File: src/rtl/mrs_rank_seq.sv
module mrs_rank_seq #(
  parameter int RANKS = 4,
  parameter int AW    = 13,
  parameter int DW    = 8,
  localparam int PW   = (RANKS > 1) ? $clog2(RANKS) : 1
) (
  input  logic             clk,
  input  logic             rst,
  input  logic             mobile_en,
  input  logic             cfg_we,
  input  logic [PW-1:0]    cfg_sel,
  input  logic [AW-1:0]    cfg_data,
  input  logic [DW-1:0]    mrd_cycles,
  input  logic             trigger,
  output logic             cmd_valid,
  output logic [1:0]       cmd_ba,
  output logic [AW-1:0]    cmd_addr,
  output logic [RANKS-1:0] cmd_cs_n,
  output logic             busy
);

  localparam logic [1:0] BA_MOBILE = 2'b10;
  localparam logic [1:0] BA_STD    = 2'b01;

  logic [AW-1:0] word [RANKS];
  logic [PW-1:0] ptr;
  logic [DW-1:0] cnt;
  logic          trig_q;
  logic          fire;

  assign fire = trigger & ~trig_q & ~busy;

  always_ff @(posedge clk) begin
    if (rst) begin
      for (int i = 0; i < RANKS; i++) word[i] <= '0;
    end else if (cfg_we && int'(cfg_sel) < RANKS) begin
      word[cfg_sel] <= cfg_data;
    end
  end

  always_ff @(posedge clk) begin
    if (rst) begin
      trig_q    <= 1'b0;
      ptr       <= '0;
      cnt       <= '0;
      busy      <= 1'b0;
      cmd_valid <= 1'b0;
      cmd_ba    <= '0;
      cmd_addr  <= '0;
      cmd_cs_n  <= '1;
    end else begin
      trig_q    <= trigger;
      cmd_valid <= fire;
      if (fire) begin
        cmd_ba   <= mobile_en ? BA_MOBILE : BA_STD;
        cmd_addr <= word[ptr];
        cmd_cs_n <= ~(RANKS'(1) << ptr);
        ptr      <= (ptr == PW'(RANKS - 1)) ? '0 : ptr + PW'(1);
        cnt      <= mrd_cycles;
        busy     <= 1'b1;
      end else begin
        cmd_cs_n <= '1;
        if (busy) begin
          if (cnt == '0) busy <= 1'b0;
          else           cnt  <= cnt - DW'(1);
        end
      end
    end
  end

endmodule


File: config.mk
export PLATFORM = sky130hd
export DESIGN_NAME = mrs_rank_seq
export DESIGN_NICKNAME = d
export VERILOG_FILES = /design/src/rtl/mrs_rank_seq.sv
export SDC_FILE = /design/constraint.sdc
export NUM_CORES = 1
export LEC_CHECK = 0
export BUFFER_PORTS_ARGS = -buffer_cell sky130_fd_sc_hd__buf_2
export CORE_MARGIN = 2
export CORE_UTILIZATION = 50
export DETAILED_ROUTE_END_ITERATION = 10
export PLACE_DENSITY = 0.81
export SETUP_SLACK_MARGIN = 0.5
export SYNTH_ARGS = -nofsm -noshare
export SYNTH_HDL_FRONTEND = slang
export SYNTH_SLANG_ARGS = --single-unit
File: constraint.sdc
create_clock -name clk -period 2.1 [get_ports clk]
set_input_delay 0.105 -clock clk [delete_from_list [all_inputs] [get_ports clk]]
set_output_delay 0.105 -clock clk [all_outputs]
set_load 0.005 [all_outputs]
**After elaboration in Yosys (flattened, before gate mapping)**

Memories as Yosys holds them, arrays and structs flattened. A register that Yosys moved wholly into a read port is not among the register bits.
Cells that the tools add are included.

- Bits in registers: 19
- Input port bits: 28
- Logic and storage cells: 40
- Memories kept: 1
- Bits in writable memories: 52

- Equality and inequality tests: 2
- Bitwise gates (word level): 6
- Reductions and logical operators: 5
- Add/sub/neg operators: 2
- Mux-type cells: 16
- Shift-type cells: 1

Memories:

| name | depth | width | rd ports | clocked after memory_dff | wr ports | line | text |
|---|---|---|---|---|---|---|---|
| word | 4 | 13 | 1 | 1 | 4 | 25 | `logic [AW-1:0] word [RANKS];` |

Operator list:

| operator | count |
|---|---|
| 8-bit 2-to-1 mux | 3 |
| 13-bit 2-to-1 mux | 1 |
| 13-bit OR reduction | 1 |
| 1-bit 2-to-1 mux | 9 |
| 8-bit logical NOT | 1 |
| 8-bit by 1-bit subtractor with 8-bit output (second input constant) | 1 |
| 2-bit 2-to-1 mux | 3 |
| 4-bit inverter | 1 |
| 1-bit by 2-bit left shift with 4-bit output (first input constant) | 1 |
| 1-bit inverter | 3 |
| 2-bit by 1-bit adder with 2-bit output (second input constant) | 1 |
| 1-bit AND | 2 |
| 2-bit == test (second input constant) | 1 |
| 2-bit != test (second input constant) | 1 |
| 2-bit AND reduction | 1 |
| 2-bit nonzero test | 1 |
| 2-bit OR reduction | 1 |

**Depth between registers and ports, before layout**

Gate-level depths: netlist of the first run.

- Word-level depth: 5
- Gate-level depth with buffers: 6
- Gate-level depth less buffers: 6

**Least setup slack after synthesis of the first run**

OpenSTA, ideal clock, no wires.

- Kind: reg-to-reg
- Start: register ptr[0]
- End: register cmd_addr[12], read port of word
- Clock period less this slack: 1.603 ns
- Setup time: 0.132 ns
- Cell stages (with the launch flop): 6
- Arrival: 1.470 ns
- Slack: 0.497 ns
- Buffers on the path: 2
- Path through: dfxtp_1 buf_2 buf_2 mux4_2 nand2_1 a21oi_1

RTL lines:

| what | line | text |
|---|---|---|
| from (decl) | 26 | `logic [PW-1:0] ptr;` |
| from (signal assigned) | 58 | `ptr <= (ptr == PW'(RANKS - 1)) ? '0 : ptr + PW'(1);` |
| to (decl) | 17 | `output logic [AW-1:0] cmd_addr,` |

**Worst setup path in the final report of the first run**

- Start: register cnt[0]
- End: register cnt[1]

- Word-level cells in the longest chain between the ends: 4
- Elaborated cells between the ends (all ways): 7

Ends and longest elaborated chain:

| what | line | text |
|---|---|---|
| from (decl) | 27 | `logic [DW-1:0] cnt;` |
| from (signal assigned) | 59 | `cnt <= mrd_cycles;` |
| from (signal assigned) | 65 | `else cnt <= cnt - DW'(1);` |
| 8-bit by 1-bit subtractor with 8-bit output | 65 |  |
| 8-bit 2-to-1 mux | 64 | `if (cnt == '0) busy <= 1'b0;` |
| 8-bit 2-to-1 mux | 63 | `if (busy) begin` |
| 8-bit 2-to-1 mux | 54 | `if (fire) begin` |

Parallel ways exist; a longest one is shown, timed or not. The select of a mux whose other input is x is not followed.
A chain may end at the register's enable or synchronous reset.

==> results of run 1 <==
[routing by layer]
layer | global-route usage, % | part of all wire, %
met5 | 0 | 0
met4 | 8.68 | 2.1
met3 | 3.17 | 6.1
met2 | 30.4 | 50
met1 | 23.6 | 41
[cell families after synthesis]
| logic type | share of synthesized area [%] |
|---|---|
| AO/OA/AOI/OAI | 6.22 |
| XOR/XNOR | 0.243 |
| AND/OR/NAND/NOR | 19.7 |
| adder cells (fa/ha/maj) | 2.09 |
| flip-flops | 61.2 |
| buffers and inverters | 2.47 |
| multiplexers | 8.13 |
[area by class of cell]
type	instances	area, sq um
sequential	84	2210
multi-input combinational	183	1330
timing repair buffer	67	390
clock buffer	9	124
clock inverter	7	88.8
fill	556	2590
tap	96	120
inverter	4	15.0
[critical path: stages, from the launching register on]
cell       delay [ps]
dfxtp_4           360
inv_1              80
ha_1              170
nor4b_4           300
a21boi_2          160
a2bb2oi_1         160
a211oi_1          230
[metrics by stage]
stage / total power, mW / utilization [%] / setup slack (ps) / hold slack (ps)
final: 3.68 / 62.3 / 544 / 23.3
after global routing: 3.84 / 62.3 / 404 / 20.2
after detailed placement: 2.44 / 58.0 / 354 / 342
after floorplan: 2.29 / - / 513 / 233
after global placement: 2.43 / 58.0 / 375 / 339
after CTS: 3.67 / 61.7 / 506 / 6.21
[report_power, final]
| part | switching, mW | total (mW) | internal [mW] |
|---|---|---|---|
| clock | 0.636 | 1.22 | 0.583 |
| combinational | 0.257 | 0.502 | 0.244 |
| sequential | 0.0708 | 1.96 | 1.88 |
[cells in the mapped netlist, drive strengths merged]
cell type  instances
and2              52
edfxtp            52
nand2             41
dfxtp             32
a21oi             19
clkbuf            14
mux4              13
nor2              11
ha                 6
nor3               5
a211oi             4
inv                4
nor4               4
buf                3
nor3b              3
a31oi              2
nand2b             2
nor2b              2
nor4b              2
o211ai             2
or2                2
or3b               2
a2111oi            1
a21boi             1
a2bb2oi            1
a31o               1
nand3              1
o21bai             1
o311ai             1
o31ai              1
o32ai              1
or4                1
xnor2              1
[worst paths after layout]
| kind | slack [ps] | startpoint | endpoint |
|---|---|---|---|
| worst max register to register | 540 | cnt[0] | cnt[1] |
| worst min register to register | 460 | cmd_addr[1] | cmd_addr[1] |
| worst max-delay path | 540 | cnt[0] | cnt[1] |
| worst min-delay path | 20 | mrd_cycles[2] | cnt[2] |
[registers in the layout, summed over array words and instances (netlist names)]
name	count
word	52
cmd_addr	13
cnt	8
cmd_cs_n	4
cmd_ba	2
ptr	2
busy	1
cmd_valid	1
trig_q	1
[repair_timing]
| action | CTS | global route |
|---|---|---|
| setup endpoints to repair | 19 | 19 |
| buffers inserted | 0 | 3 |
| endpoints found under the hold margin | 3 | 0 |
| hold buffers | 3 | 0 |
| pin swaps | 0 | 4 |
| gates resized for setup | 4 | 8 |
==> impl_results.md, run 1 <==
- Run status: complete, no violations
- Final Setup Violations: 0
- Cell Area, Synth: between 0.003 and 0.004 sq mm
- Register clock-pin slew on the reported worst setup and hold paths: 90 ps
- Share of synthesized area occupied by flip-flops and latches: about 60%
- RSZ-0062 raised after global routing: true
- Fin. max-slew vios: 0
- Minimum clock period: 1560 ps
- Violation count after the first detailed-route iteration: 110
- Synth cell types: 39
- Final Cell Area: about 0.0043 sq mm
- Maximum vdd ir drop: 0.000489 V
- Number of H-tree levels: 3
- Die height: 88.9 um
- Post-Place Cell Area: between 0.003 and 0.004 sq mm
- Routability cong.: a little under 0.9
- R2r worst-path depth: 6
- Number of buffers on the longest clock path: 2
- Residual DRC count: 0
- Net count after synthesis: 322
- Number of routed nets with antenna violations: 0
- Clock Root Buffer: clkbuf_8
- Die X: 88.9 um
- DIE AREA: between 0.007 and 0.008 sq mm
- Count of antenna diodes in the layout: 0
- Biggest area consumer among synthesized cells: edfxtp_1
- Arrival @ worst endpoint: around 1800 ps
- Most used cells in the layout excluding fill and tap cells: and2_1 (52), edfxtp_1 (52), buf_2 (48), nand2_1 (41), dfxtp_1 (28)
- Number of endpoints with negative hold slack in the final report: 0
- Pin count of the biggest net entering global routing: 31
- Inst Count DP: between 400 and 500
- Worst-margin pin slew: around 450 ps
- Area growth from synthesis to layout: 18.9%
- Starting Density: 52.4%
- Leakage: roughly 1.6 nW
- HPWL after DPL: 4570 um
- Source-to-sink clock delay at the later pin of the worst-skew pair: about 350 ps
- Clock Sink Count: 84
- Area share of the leading cell type in the synthesized netlist: 43.4%
- IO Port Bufs: 48
- Cell types with the largest area share after synthesis: edfxtp_1 (43%), dfxtp_1 (18%), and2_1 (9.0%)
- Overall fraction of global-route tracks in use: between 10% and 20%
- Yosys synthesis warning count: 0
- Final Cycle Share: roughly 74%
- Number of placed I/O pins: between 40 and 50
- Critical path class: reg -> reg
- Headroom to the max-slew limit: a little over two thirds
- Net count, final: 383
- Peak fanout along the critical path: 5
- Wire length of the first global-routing pass: ~11000 um
- Pwr/cell area: 859 mW/mm^2
- Per-instance average area after synthesis: 12.5 sq um
- Post-Syn Instances: 288
- Number of global-route vias before repair: roughly 2200
- FF+latch count, synth: between 80 and 90
- Aggregate global routing overflow: 0
- Average wire length per cell after detail routing: 15.2 um
- Initial antenna violation count: 0
- Clock tree from TritonCTS: built
- Layout cells sized above 1: 31.1%
- Number of maximum-capacitance violations: 0
- Pre-antenna DRT Iters: 4
- Type of the worst min-delay path: in -> reg
- Endpoint kind of the worst setup timing path: flip-flop
- Number of buffers added by the clock tree synthesis step: 9
- Via count normalized by instance count: 5.18
- Via total after detailed routing: 2332
- Routed wire length: between 6000 and 7000 um
- Fmax: 643 MHz
- Final clock skew: between 7 and 8 ps
- Req. time, crit path: between 2000 and 2500 ps
- CP startpoint kind: flip-flop
- Non-filler instance count after layout: between 400 and 500
- Setup total negative slack: 0 ps
- Area of the core: 0.00687 sq mm
- Number of cells on the worst hold path: 3
- Site row count: 30
No activity file was read; power rests on OpenSTA's default activity.
==> inputs of run 2 (changes only) <==
Settings changed: PLACE_DENSITY 0.81 to 0.84.
Clock period 2.1 ns to 1.34 ns, I/O delays scaled along.
==> run 2 against run 1 <==
Against the previous run:
- largest power group unchanged
- the run now ends with setup timing left
- first-iteration DRC count grew 35%
- sequential share of layout area decreased by 6.8 points
- register-to-register slack worse by 760 ps
- wire length increased by 28%
- non-clock buffer count increased by 30
- die area unchanged
- largest cell class unchanged
- critical path depth grew 2
- setup slack got worse by 760 ps
- cell area grew 16%
- power is 71% higher
==> impl_results.md, run 2 (same netlist as run 1, synthesis figures left out) <==
- Run status: finished, violations left
- Failing checks: setup timing
- Number of endpoints with negative hold slack in the final report: 0
- R2r worst-path depth: 8
- Site row count: 30
- Critical path class: reg -> reg
- Source-to-sink clock delay at the later pin of the worst-skew pair: roughly 350 ps
- Number of routed nets with antenna violations: 0
- Number of cells on the worst hold path: 2
- Reg-to-reg setup timing slack: -220 ps
- Switching component of the power: between 1.5 and 2 mW
- Endpoint kind of the worst setup timing path: flip-flop
- Clock Root Buffer: clkbuf_8
- Number of placed I/O pins: a little under 50
- RSZ-0062 raised after global routing: true
- Number of buffers added by the clock tree synthesis step: 9
- Clock group share of total power: between 30 and 40%
- Capture endpoint of the worst hold path: word[3][9]
- Worst reg2reg startpoint: cnt[0]
- Share of power burned in registers: approximately half
- Library cell contributing the largest single delay on the critical path: dfxtp_2
- Aggregate global routing overflow: 0
- Area of the core: 0.00687 sq mm
- GRT met2 Usage: 39.4%
- Starting Density: approximately 52%
- Overall fraction of global-route tracks in use: between 20% and 30%
- Largest regs: word (52), cmd_addr (13), cnt (8)
- Count of antenna diodes in the layout: 0
- Violation count after the first detailed-route iteration: about 150
- Number of H-tree levels: 3
- Fin. max-slew vios: 0
- Final Cycle Share: 116%
- Average wire length per cell after detail routing: 18.2 um
- DIE AREA: between 0.007 and 0.008 sq mm
- Critical path cell sequence: inv_2, ha_1, nor4b_4, a21boi_4, buf_6, buf_4, nand3_2, a31oi_1
- Biggest cell delay along the critical path: approximately 340 ps
- Register clock-pin slew on the reported worst setup and hold paths: 80 ps
- Type of the worst min-delay path: in -> reg
- Switching share of power: between 20% and 30%
- Via count normalized by instance count: between 5 and 6
- Number of buffers on the longest clock path: 2
- Internal: ~4.7 mW
- Routability cong.: 0.896
- Net count, final: roughly 410
- Clock tree from TritonCTS: built
- Layout cells sized above 1: between 40% and 50%
- Peak fanout along the critical path: 5
- Req. time, crit path: ~1600 ps
- Number of maximum-capacitance violations: 0
- Residual DRC count: 0
- Fmax: between 600 and 700 MHz
- Worst Hold Slack: 26.0 ps
- IO Port Bufs: 48
- Largest reg by FF count: word
- Pre-antenna DRT Iters: 4
- GR Util met3: under 10%
- Clock Sink Count: 84
- Minimum clock period: around 1600 ps
- Pwr/cell area: between 1000 and 1500 mW/mm^2
- Via total after detailed routing: 2589
- Layout filler cell count: between 400 and 500
- Startpoint of the most critical hold path: cfg_data[9]
- Routed wire length: ~8700 um
- Routing layer with the top usage in global route: met2
- Grt met1 use: between 20% and 30%
- Leakage: 1.92 nW
- Fraction of power consumed by combinational cells: 20.3%
- Number of global-route vias before repair: around 2600
- Wire length of the first global-routing pass: around 13000 um
- Worst-margin pin slew: ~450 ps
- CP startpoint kind: flip-flop
- Final worst setup slack: -215 ps
- Max reg flops: 52
- HPWL after DPL: 4960 um
- Arrival @ worst endpoint: about 1800 ps
- Final clock skew: roughly 7.1 ps
- Die height: 88.9 um
- Headroom to the max-slew limit: between 60% and 70%
- Initial antenna violation count: 0
- Maximum vdd ir drop: between 0.0006 and 0.0007 V
- Total Power Consumption: between 6 and 7 mW
- RR Endpoint: cnt[3]
- Most used cells in the layout excluding fill and tap cells: and2_1 (52), edfxtp_1 (52), buf_2 (38), buf_4 (31), nand2_1 (30)
- Area growth from synthesis to layout: 38.4%
- Final Setup Violations: 21
- Pin count of the biggest net entering global routing: 30
- Die X: 88.9 um
## run 2: worst max-delay path by stage
stage,startpoint,to,cells past startpoint
after CTS,cnt[4],cnt[6],4
after detailed placement,cnt[0],cnt[0],6
after floorplan,cnt[2],cnt[6],5
after global routing,cnt[2],cnt[5],4
final,cnt[0],cnt[3],8
after global placement,cnt[0],cnt[7],7
## run 2: cell type report
class / instances / area [sq um] / area share, %
flip-flops and latches: 84 / 2230 / 44.8
clock buffers: 15 / 218 / 4.37
repair buffers: 97 / 825 / 16.5
clock inverters: 1 / 6.26 / 0.126
inverters: 4 / 15.0 / 0.301
well taps: 96 / 120 / 2.41
multi-input cells: 184 / 1570 / 31.4
## run 2: repair_timing
action	4_1_cts	5_1_grt
setup buffers	8	4
endpoints found under the hold margin	5	0
pin swaps	22	7
endpoints found under the setup margin	52	65
hold buffers	5	0
resized for setup	40	34
gates cloned	3	1
## run 2: worst max-delay path: cells and delay by family, from the launching register on
kind | cells | cell delay (ps)
AND/OR/NAND/NOR | 2 | 410
adder cells (fa/ha/maj) | 1 | 140
AO/OA/AOI/OAI | 2 | 220
flip-flops | 1 | 340
buffers and inverters | 3 | 310
## run 2: per-stage QoR
| step | instance area [sq um] | utilization [%] | setup slack [ps] | setup TNS [ps] | instances |
|---|---|---|---|---|---|
| 2_1_floorplan | 3800 | - | -94.2 | -461 | 288 |
| 3_3_place_gp | 4260 | 62.0 | -100 | -389 | 444 |
| 3_5_place_dp | 4260 | 62.0 | -199 | -1010 | 444 |
| 4_1_cts | 4790 | 69.7 | -177 | -1230 | 476 |
| 5_1_grt | 4980 | 72.5 | -256 | -2720 | 481 |
| 6_report | 4980 | 72.5 | -215 | -1780 | 481 |
## run 2: per-layer routing
layer | wire length (um) | vias up
met1 | 3340 | 1234
met4 | 250 | 0
met2 | 4670 | 110
met5 | 0 | -
li1 | - | 1218
met3 | 489 | 27
## run 2: power groups by stage
stage / Combinational (mW) / Clock, mW / Sequential [mW]
floorplan: 0.589 / 0 / 3.10
global placement: 0.902 / 0 / 3.09
detailed placement: 0.941 / 0 / 3.11
CTS: 1.12 / 1.97 / 3.06
global route: 1.36 / 2.10 / 3.09
finish: 1.28 / 1.95 / 3.07
